$ cat config.mk
export PLATFORM = sky130hd
export DESIGN_NAME = flash_bulk_erase_ctrl
export DESIGN_NICKNAME = d
export VERILOG_FILES = /design/src/rtl/bfe_pkg.sv /design/src/rtl/bfe_pulse_timer.sv /design/src/rtl/bfe_pulse_counter.sv /design/src/rtl/bfe_addr_track.sv /design/src/rtl/bfe_bus_port.sv /design/src/rtl/flash_bulk_erase_ctrl.sv
export SDC_FILE = /design/constraint.sdc
export NUM_CORES = 1
export LEC_CHECK = 0
export BUFFER_PORTS_ARGS = -buffer_cell sky130_fd_sc_hd__buf_2
export CORE_MARGIN = 2
export CORE_UTILIZATION = 45
export DETAILED_ROUTE_END_ITERATION = 8
export PLACE_DENSITY_LB_ADDON = 0.25
export SLEW_MARGIN = 20
export SYNTH_ARGS = -nofsm -noshare
export SYNTH_HDL_FRONTEND = slang
export SYNTH_SLANG_ARGS = --single-unit
$ cat constraint.sdc
create_clock -name clk -period 3.22 [get_ports clk]
set_input_delay 0.644 -clock clk [delete_from_list [all_inputs] [get_ports clk]]
set_output_delay 0.644 -clock clk [all_outputs]
set_load 0.01 [all_outputs]
$ cat src/rtl/bfe_pkg.sv
package bfe_pkg;
  typedef enum logic [3:0] {
    ST_IDLE,
    ST_PRE_REQ,
    ST_PRE_WAIT,
    ST_ER_SETUP,
    ST_ER_CONFIRM,
    ST_PULSE,
    ST_VFY_CMD,
    ST_VFY_READ,
    ST_DONE,
    ST_FAIL
  } ctl_state_t;
endpackage

$ cat src/rtl/bfe_pulse_timer.sv
module bfe_pulse_timer #(
  parameter int unsigned PULSE_CYCLES = 500000
) (
  input  logic clk,
  input  logic rst,
  input  logic fire,
  output logic busy
);
  localparam int unsigned CW = $clog2(PULSE_CYCLES + 1);

  logic [CW-1:0] remain;

  always_ff @(posedge clk) begin
    if (rst)
      remain <= '0;
    else if (fire)
      remain <= CW'(PULSE_CYCLES);
    else if (remain != '0)
      remain <= remain - 1'b1;
  end

  assign busy = (remain != '0);

  assert_fire_when_idle_R4: assert property (@(posedge clk) disable iff (rst)
    fire |-> !busy);
  assert_busy_after_fire_R4: assert property (@(posedge clk) disable iff (rst)
    fire |=> busy);
endmodule

$ cat src/rtl/bfe_pulse_counter.sv
module bfe_pulse_counter #(
  parameter int unsigned MAX_PULSES = 1000
) (
  input  logic clk,
  input  logic rst,
  input  logic clr,
  input  logic inc,
  output logic at_limit
);
  localparam int unsigned CW = $clog2(MAX_PULSES + 1);

  logic [CW-1:0] issued;

  always_ff @(posedge clk) begin
    if (rst || clr)
      issued <= '0;
    else if (inc)
      issued <= issued + 1'b1;
  end

  assign at_limit = (issued == CW'(MAX_PULSES));

  assert_no_pulse_past_cap_R9: assert property (@(posedge clk) disable iff (rst)
    inc |-> !at_limit);
endmodule

$ cat src/rtl/bfe_addr_track.sv
module bfe_addr_track #(
  parameter int unsigned AW = 17
) (
  input  logic          clk,
  input  logic          rst,
  input  logic          clr,
  input  logic          step,
  input  logic          mark,
  input  logic          rewind,
  output logic [AW-1:0] cursor,
  output logic          at_last
);
  logic [AW-1:0] resume_q;

  always_ff @(posedge clk) begin
    if (rst || clr) begin
      cursor   <= '0;
      resume_q <= '0;
    end else begin
      if (step)
        cursor <= cursor + 1'b1;
      else if (rewind)
        cursor <= resume_q;
      if (mark)
        resume_q <= cursor;
    end
  end

  assign at_last = (cursor == {AW{1'b1}});

  assert_resume_never_drops_R7: assert property (@(posedge clk) disable iff (rst)
    !clr && !$past(rst) |=> resume_q >= $past(resume_q));
  assert_mark_at_or_above_R7: assert property (@(posedge clk) disable iff (rst)
    mark |-> cursor >= resume_q);
  assert_no_step_past_top_R6: assert property (@(posedge clk) disable iff (rst)
    step |-> !at_last);
endmodule

$ cat src/rtl/bfe_bus_port.sv
module bfe_bus_port #(
  parameter int unsigned AW = 17
) (
  input  logic          clk,
  input  logic          rst,
  input  logic          issue,
  input  logic          issue_we,
  input  logic [AW-1:0] issue_addr,
  input  logic [7:0]    issue_data,
  output logic          bus_req,
  output logic          bus_we,
  output logic [AW-1:0] bus_addr,
  output logic [7:0]    bus_wdata,
  input  logic          bus_ack,
  input  logic [7:0]    bus_rdata,
  output logic          xfer_done,
  output logic [7:0]    rd_q
);
  always_ff @(posedge clk) begin
    if (rst) begin
      bus_req   <= 1'b0;
      bus_we    <= 1'b0;
      bus_addr  <= '0;
      bus_wdata <= '0;
      xfer_done <= 1'b0;
      rd_q      <= '0;
    end else begin
      xfer_done <= 1'b0;
      if (issue) begin
        bus_req   <= 1'b1;
        bus_we    <= issue_we;
        bus_addr  <= issue_addr;
        bus_wdata <= issue_data;
      end else if (bus_req && bus_ack) begin
        bus_req   <= 1'b0;
        xfer_done <= 1'b1;
        rd_q      <= bus_rdata;
      end
    end
  end

  assert_req_holds_R10: assert property (@(posedge clk) disable iff (rst)
    bus_req && !bus_ack |=> bus_req && $stable(bus_addr) && $stable(bus_we)
                            && $stable(bus_wdata));
  assert_no_issue_overlap_R10: assert property (@(posedge clk) disable iff (rst)
    issue |-> !bus_req && !xfer_done);
endmodule

$ cat src/rtl/flash_bulk_erase_ctrl.sv
module flash_bulk_erase_ctrl
  import bfe_pkg::*;
#(
  parameter int unsigned AW           = 17,
  parameter int unsigned PULSE_CYCLES = 500000,
  parameter int unsigned MAX_PULSES   = 1000,
  parameter logic [7:0]  ERASE_CODE   = 8'h20,
  parameter logic [7:0]  VERIFY_CODE  = 8'hA0,
  parameter logic [7:0]  PRE_VALUE    = 8'h00,
  parameter logic [7:0]  ERASED_VALUE = 8'hFF
) (
  input  logic          clk,
  input  logic          rst,
  input  logic          start,
  output logic          done,
  output logic          fail,
  output logic          bus_req,
  output logic          bus_we,
  output logic [AW-1:0] bus_addr,
  output logic [7:0]    bus_wdata,
  input  logic          bus_ack,
  input  logic [7:0]    bus_rdata,
  output logic          prog_req,
  output logic [AW-1:0] prog_addr,
  output logic [7:0]    prog_data,
  input  logic          prog_ack,
  input  logic          prog_ok
);
  ctl_state_t    state, state_n;
  logic          inflight;
  logic          issue, iss_we;
  logic [AW-1:0] iss_addr;
  logic [7:0]    iss_data;
  logic          xfer_done;
  logic [7:0]    rd_q;
  logic          tmr_fire, tmr_busy;
  logic          cnt_clr, cnt_inc, cnt_at_limit;
  logic          a_clr, a_step, a_mark, a_rewind;
  logic [AW-1:0] cursor;
  logic          at_last;

  bfe_pulse_timer #(.PULSE_CYCLES(PULSE_CYCLES)) u_timer (
    .clk(clk), .rst(rst), .fire(tmr_fire), .busy(tmr_busy));

  bfe_pulse_counter #(.MAX_PULSES(MAX_PULSES)) u_count (
    .clk(clk), .rst(rst), .clr(cnt_clr), .inc(cnt_inc), .at_limit(cnt_at_limit));

  bfe_addr_track #(.AW(AW)) u_addr (
    .clk(clk), .rst(rst), .clr(a_clr), .step(a_step), .mark(a_mark),
    .rewind(a_rewind), .cursor(cursor), .at_last(at_last));

  bfe_bus_port #(.AW(AW)) u_bus (
    .clk(clk), .rst(rst), .issue(issue), .issue_we(iss_we),
    .issue_addr(iss_addr), .issue_data(iss_data),
    .bus_req(bus_req), .bus_we(bus_we), .bus_addr(bus_addr),
    .bus_wdata(bus_wdata), .bus_ack(bus_ack), .bus_rdata(bus_rdata),
    .xfer_done(xfer_done), .rd_q(rd_q));

  always_comb begin
    state_n  = state;
    issue    = 1'b0;
    iss_we   = 1'b1;
    iss_addr = '0;
    iss_data = '0;
    tmr_fire = 1'b0;
    cnt_clr  = 1'b0;
    cnt_inc  = 1'b0;
    a_clr    = 1'b0;
    a_step   = 1'b0;
    a_mark   = 1'b0;
    a_rewind = 1'b0;
    unique case (state)
      ST_IDLE, ST_DONE, ST_FAIL: begin
        if (start) begin
          a_clr   = 1'b1;
          cnt_clr = 1'b1;
          state_n = ST_PRE_REQ;
        end
      end
      ST_PRE_REQ: state_n = ST_PRE_WAIT;
      ST_PRE_WAIT: begin
        if (prog_ack) begin
          if (!prog_ok) begin
            state_n = ST_FAIL;
          end else if (at_last) begin
            a_clr   = 1'b1;
            state_n = ST_ER_SETUP;
          end else begin
            a_step  = 1'b1;
            state_n = ST_PRE_REQ;
          end
        end
      end
      ST_ER_SETUP: begin
        issue    = !inflight;
        iss_data = ERASE_CODE;
        if (xfer_done) state_n = ST_ER_CONFIRM;
      end
      ST_ER_CONFIRM: begin
        issue    = !inflight;
        iss_data = ERASE_CODE;
        if (xfer_done) begin
          tmr_fire = 1'b1;
          cnt_inc  = 1'b1;
          state_n  = ST_PULSE;
        end
      end
      ST_PULSE: begin
        if (!tmr_busy) begin
          a_rewind = 1'b1;
          state_n  = ST_VFY_CMD;
        end
      end
      ST_VFY_CMD: begin
        issue    = !inflight;
        iss_addr = cursor;
        iss_data = VERIFY_CODE;
        if (xfer_done) state_n = ST_VFY_READ;
      end
      ST_VFY_READ: begin
        issue    = !inflight;
        iss_we   = 1'b0;
        iss_addr = cursor;
        if (xfer_done) begin
          if (rd_q == ERASED_VALUE) begin
            if (at_last) begin
              state_n = ST_DONE;
            end else begin
              a_step  = 1'b1;
              state_n = ST_VFY_CMD;
            end
          end else if (cnt_at_limit) begin
            state_n = ST_FAIL;
          end else begin
            a_mark  = 1'b1;
            state_n = ST_ER_SETUP;
          end
        end
      end
      default: state_n = ST_IDLE;
    endcase
  end

  always_ff @(posedge clk) begin
    if (rst) begin
      state    <= ST_IDLE;
      inflight <= 1'b0;
      prog_req <= 1'b0;
      done     <= 1'b0;
      fail     <= 1'b0;
    end else begin
      state <= state_n;
      if (issue)
        inflight <= 1'b1;
      else if (xfer_done)
        inflight <= 1'b0;
      if (state == ST_PRE_REQ)
        prog_req <= 1'b1;
      else if (prog_ack)
        prog_req <= 1'b0;
      done <= (state_n == ST_DONE);
      fail <= (state_n == ST_FAIL);
    end
  end

  assign prog_addr = cursor;
  assign prog_data = PRE_VALUE;

  assert_flags_exclusive_R8: assert property (@(posedge clk) disable iff (rst)
    !(done && fail));
  assert_ports_exclusive_R2: assert property (@(posedge clk) disable iff (rst)
    !(prog_req && bus_req));
  assert_no_bus_in_preprogram_R2: assert property (@(posedge clk) disable iff (rst)
    (state == ST_PRE_REQ || state == ST_PRE_WAIT) |-> !bus_req);
  assert_preprogram_abort_R3: assert property (@(posedge clk) disable iff (rst)
    (state == ST_PRE_WAIT && prog_ack && !prog_ok) |=> fail && !bus_req && !prog_req);
  assert_start_clears_flags_R11: assert property (@(posedge clk) disable iff (rst)
    (start && (done || fail)) |=> !done && !fail);
  assert_quiet_after_reset_R1: assert property (@(posedge clk)
    $past(rst) |-> !done && !fail && !bus_req && !prog_req);
endmodule

Word level (Yosys, flattened, before mapping)
Index checks and enable logic that the tools add are counted.

Flip-flop bits (word level): 107. Input port bits: 14. Output and inout port bits: 55.

Add/subtract/negate cells: 3. Eq/ne operators: 14. Muxes and demuxes: 48. Bitwise operators: 1. Reduce and logical (&&, ||, !) cells: 18.

Operator list (number): 17-bit two-way mux (3); 4-bit two-way mux (11); 19-bit two-way mux (2); 4-bit one-hot mux with 8 select lines (1); 1-bit two-way mux (27); 19-bit nonzero test (1); 19-bit by 1-bit subtractor with 19-bit output (second input constant) (1); 17-bit by 1-bit adder with 17-bit output (second input constant) (1); 17-bit equality test (second input constant) (1); 4-bit by 3-bit equality test with 1-bit output (second input constant) (4); 4-bit equality test (second input constant) (4); 8-bit one-hot mux with 2 select lines (1); 10-bit by 1-bit adder with 10-bit output (second input constant) (1); 10-bit equality test (second input constant) (1); 2-bit nonzero test (5); 4-bit by 2-bit equality test with 1-bit output (second input constant) (2); 8-bit equality test (second input constant) (1); 2-bit OR reduction (4); 4-bit by 1-bit equality test with 1-bit output (second input constant) (1); 4-bit logical NOT (1); 1-bit one-hot mux with 2 select lines (2); 4-bit OR reduction (1); 3-bit OR reduction (1); 1-bit logical OR (2); other kinds (5) (5).

Logic depth before layout (Yosys ltp)
Depth after elaboration: 6. Gate-level depth with buffers: 12. Depth with buffers taken out: 10.

Cells and area by module
A second synthesis with hierarchy kept.

Cells, all modules: 587. Area, all modules: 5282.6 um2.

Modules (own cells, without submodules): bfe_addr_track (times used 1, cells each 184, area an instance 1619.1 um2, seq. area each 680.7 um2); bfe_bus_port (times used 1, cells each 125, area an instance 1345.0 um2, seq. area each 720.7 um2); bfe_pulse_timer (times used 1, cells each 115, area an instance 988.4 um2, seq. area each 380.4 um2); flash_bulk_erase_ctrl (times used 1, cells each 109, area an instance 843.3 um2, seq. area each 160.2 um2); bfe_pulse_counter (times used 1, cells each 54, area an instance 486.7 um2, seq. area each 200.2 um2).

Least setup slack after synthesis
Ideal clock, no wire load.

Kind: flip-flop to flip-flop. Start point: register u_addr.cursor[7]. End point: register u_addr.cursor[14]. Setup time: 0.125 ns. Data arrival time: 2.652 ns. Data required time: 3.095 ns. Setup slack: 0.443 ns. Stages on the path, launching flop included: 13. Buffers on the path: 3. Clock period less this slack: 2.777 ns. Cell sequence: dfxtp_1 > clkbuf_1 > and3_1 > nand2_1 > nor4_1 > and3_1 > ha_1 > inv_1 > nor4_1 > or2_2 > buf_2 > clkbuf_1 > o2bb2ai_1.

Cells in the longest elaborated chain, start to end: 6. Elaborated cells between the ends (all ways): 15.

Ends and longest elaborated chain: start, declared (RTL line bfe_addr_track.sv:10) `output logic [AW-1:0] cursor,`; start signal, assigned (RTL line bfe_addr_track.sv:21) `cursor <= cursor + 1'b1;`; start signal, assigned (RTL line bfe_addr_track.sv:23) `cursor <= resume_q;`; 17-bit equality test (RTL line bfe_addr_track.sv:29) `assign at_last = (cursor == {AW{1'b1}});`; 1-bit two-way mux (on tied branches) (RTL line flash_bulk_erase_ctrl.sv:85, flash_bulk_erase_ctrl.sv:126); 1-bit two-way mux (on tied branches) (RTL line flash_bulk_erase_ctrl.sv:125, flash_bulk_erase_ctrl.sv:83); 1-bit two-way mux (on tied branches) (RTL line flash_bulk_erase_ctrl.sv:124, flash_bulk_erase_ctrl.sv:82); 1-bit one-hot mux with 2 select lines (RTL line flash_bulk_erase_ctrl.sv:72) `unique case (state)`; 17-bit two-way mux (tied with other cells) (RTL line bfe_addr_track.sv:20) `if (step)`.

Several ways; a longest one is shown, not always the timed one. A chain may end at the register's enable or synchronous reset.

Final worst setup path
Start point: register u_addr.cursor[0]. End point: register u_addr.cursor[9].

Same word-level chain as after synthesis.

==> results by group <==
Global route
  – Total Routing Usage GR: 19.85%
  – Total grt overflow: 0
  – Initial antenna violation count: 0
  – Vias in the first global route: 3886
  – Largest net degree at the start of global routing: 42
  – Global-route wire length before repair: 18370 microns

CTS
  – Clk slew on worst S/H paths: 0.09 ns
  – Number of buffers created by CTS: 9
  – Clock root cell: clkbuf_8
  – CTS resizes: 0
  – H-tree depth: 3
  – Hold_buf cts: 0
  – CTS tree: done
  – Setup Buffers After CTS: 0
  – Bufs on Longest Clock Path: 2
  – Total clock sinks: 101
  – Worst skew pair latency: 0.37 ns

STA
  – Clk_skew: 0.01334 ns
  – Final period util: 91.47%
  – Fmax: 339.5 MHz
  – RSZ-0062 raised after global routing: no
  – Headroom to the max-slew limit: 46.16%
  – Tmin final: 2.945 ns
  – Tightest Pin Transition: 0.8076 ns
  – Final setup TNS: 0 ns
  – Count of final hold-check violations: 0
  – Setup Viol. Count Final: 0
  – Final slew viol count: 0
  – Post-route setup slack: 0.2745 ns

Floorplan
  – Core area: 10320 sq um
  – Chip width: 107.0 microns
  – Num ports: 69
  – Row cnt: 37
  – DIE AREA: 11450 sq um
  – Die Ht: 107.0 microns
  – Starting utilization of the core area: 46.25%

Synthesis
  – #FFs+latches synth: 101
  – Synth Warn #: 0
  – Syn_area_per_cell: 8.665 sq um
  – Post-synthesis sequential area ratio: 42.35%
  – EDFF count, synth: 0
  – Ranking of synthesized cells by area: dfxtp_1 (42%), nor2_1 (5.8%), mux2i_1 (4.6%)
  – Synth cell types: 59
  – Share of the synthesized area in the top cell type: 42.35%
  – Asr flop ratio synth: 0%
  – Synthesized instance count: 551
  – Post-synth top area cell: dfxtp_1
  – Post-Syn Area: 4775 sq um
  – Primary FF master, synth: dfxtp_1

Final layout
  – Fillers: 998
  – Ant. Diodes: 0
  – NumNets Final: 616
  – Design area: 5339 sq um
  – Finished Core Util: 51.71%
  – Multi-input gate area: 2522 sq um
  – Sequential Area: 2022 sq um
  – Area Overhead vs Synth: 11.82%
  – Share of layout cells above drive strength 1: 16.31%

Place
  – Post-placement setup slack: 0.3258 ns
  – Port bufs: 54
  – Dpl hpwl: 7618 microns
  – Placer congestion estimate: 0.7956
  – Post-Place Cell Area: 5116 sq um

Outcome
  – Outcome: finished, final reports clean

Setup path
  – Crit-path leading delay family: simple AND/OR/NAND/NOR gates
  – Critical Path Fanout Max: 18
  – Worst Setup End Kind: flop
  – Max stage delay on crit path: 0.45 ns
  – Critical Path Source Type: flop
  – CP max stage cell: dfxtp_1
  – Critical path buffers and inverters: 2
  – Worst-path cell chain: ha_1, nand3_1, nor4_1, and3_1, ha_1, inv_1, nor4_1, or2_2, buf_4, a31oi_1
  – Arrival time worst endpoint: 3.19 ns
  – Critical path class: reg -> reg
  – Required time of the critical path: 3.47 ns

Flow run
  – Max-Cap Viols: 0

Power
  – Maximum VDD drop: 400.7 uV
  – Leakage: 2.004 nW
  – Power per Cell Area: 591.0 nW/um^2
  – Tot Pwr: 3.155 mW

Detailed routing
  – DR DRC count: 0
  – Routed len/inst: 14.90 microns
  – Antenna viol nets, final: 0
  – Vias/cell: 5.491
  – Routed met2 length: 5591 microns
  – DR vias: 4047
  – M1 WL: 4949 microns
  – Drt first-iter violations: 248
  – Top sig layer: met4
  – Final wirelength: 10980 microns
  – Metal3 WL: 355 microns
  – 1st-pass router iterations: 4

Hold path
  – Hold Path Class: reg -> reg
## placed cells by master, fill, tap and decap left out, types with 3 or more instances in the layout
cell and instances:
a211oi_1 4, a21oi_1 37, a22oi_1 20, a2bb2oi_1 3, a31oi_1 8, a32oi_1 3, and2_1 3, and3_1 8
buf_2 54, buf_4 13, clkbuf_8 10, conb_1 14, dfxtp_1 101, ha_1 6, inv_1 9, mux2i_1 22
nand2_1 45, nand2b_1 12, nand3_1 18, nand3b_1 5, nand4_1 11, nand4b_1 3, nor2_1 74, nor2b_1 6
nor3_1 10, nor4_1 5, nor4_2 3, o211ai_1 9, o21ai_0 11, or2_2 3, or3_1 10, or4_1 4
xnor2_1 7, xor2_1 13
## layout make-up
cell class	instances	share of cell area [%]
Clock buffer	11	2.648
Clock inverter	5	1.523
Inverter	9	0.6328
Multi-Input combinational cell	408	47.25
Sequential cell	101	37.87
Tap cell	136	3.187
Timing Repair Buffer	67	6.890
## metrics by stage
| step | hold slack, ns | std cells |
|---|---|---|
| floorplan | 0.4362 | 564 |
| global placement | 0.4466 | 721 |
| detailed placement | 0.4543 | 721 |
| CTS | 0.4677 | 737 |
| global route | 0.4895 | 737 |
| finish | 0.4627 | 737 |
## state kept, by name, indices dropped and copies added, names as in the netlist, 2 cells and up
register / count
u_timer.remain: 19
u_addr.cursor: 17
u_addr.resume_q: 17
u_bus.bus_addr: 17
u_count.issued: 10
u_bus.rd_q: 8
state: 4
u_bus.bus_wdata: 2
## final timing paths
kind	from	cells after the start	end	slack, ns
max	u_addr.cursor[0]$_SDFFE_PP0P_	10	u_addr.cursor[9]$_SDFFE_PP0P_	0.27
min	u_bus.bus_wdata[7]$_SDFFE_PP0P_	2	u_bus.bus_wdata[7]$_SDFFE_PP0P_	0.46
max reg2reg	u_addr.cursor[0]$_SDFFE_PP0P_	10	u_addr.cursor[9]$_SDFFE_PP0P_	0.27
min reg2reg	u_bus.bus_wdata[7]$_SDFFE_PP0P_	2	u_bus.bus_wdata[7]$_SDFFE_PP0P_	0.46
## worst min-delay path, cell delays in order (launching register included)
cell     delay, ns
dfxtp_1       0.32
nand2_1       0.05
a21oi_1       0.05
## layer usage
metal	up-vias	GRT usage (%)
met5	-	0
met4	0	5.659
met3	6	4.012
met2	68	35.21
met1	1941	24.31
li1	2032	-
## kinds of logic after synthesis
group,count (synthesis),share of synthesized area (%)
simple gates,235,26.28
compound gates,111,15.49
flops,101,42.35
buf+inv,55,5.949
mux,22,4.612
xor+xnor,20,3.669
fa+ha+maj,6,1.572
other cells,1,0.07854
## synthesized netlist by cell type (2+ instances only)
master,number
a2111oi_0,2
a211oi_1,4
a21oi_1,37
a22oi_1,20
a2bb2oi_1,3
a31oi_1,8
a32oi_1,3
and2_1,3
and3_1,8
and4_1,2
buf_2,11
buf_4,15
clkbuf_1,19
dfxtp_1,101
ha_1,6
inv_1,9
mux2i_1,22
nand2_1,45
nand2b_1,12
nand3_1,18
nand3b_1,5
nand4_1,11
nand4b_1,3
nor2_1,74
nor2b_1,6
nor3_1,11
nor4_1,5
nor4_2,3
nor4_4,2
o211ai_1,9
o21ai_0,11
o22ai_1,2
o2bb2ai_1,2
o31ai_1,2
or2_2,3
or3_1,10
or4_1,4
xnor2_1,7
xor2_1,13
## report_power, final
part | switching, mW | internal, mW
Combinational | 0.457 | 0.334
Clock | 0.431 | 0.461
Sequential | 0.125 | 1.35
No activity file was read; power rests on OpenSTA's default activity.
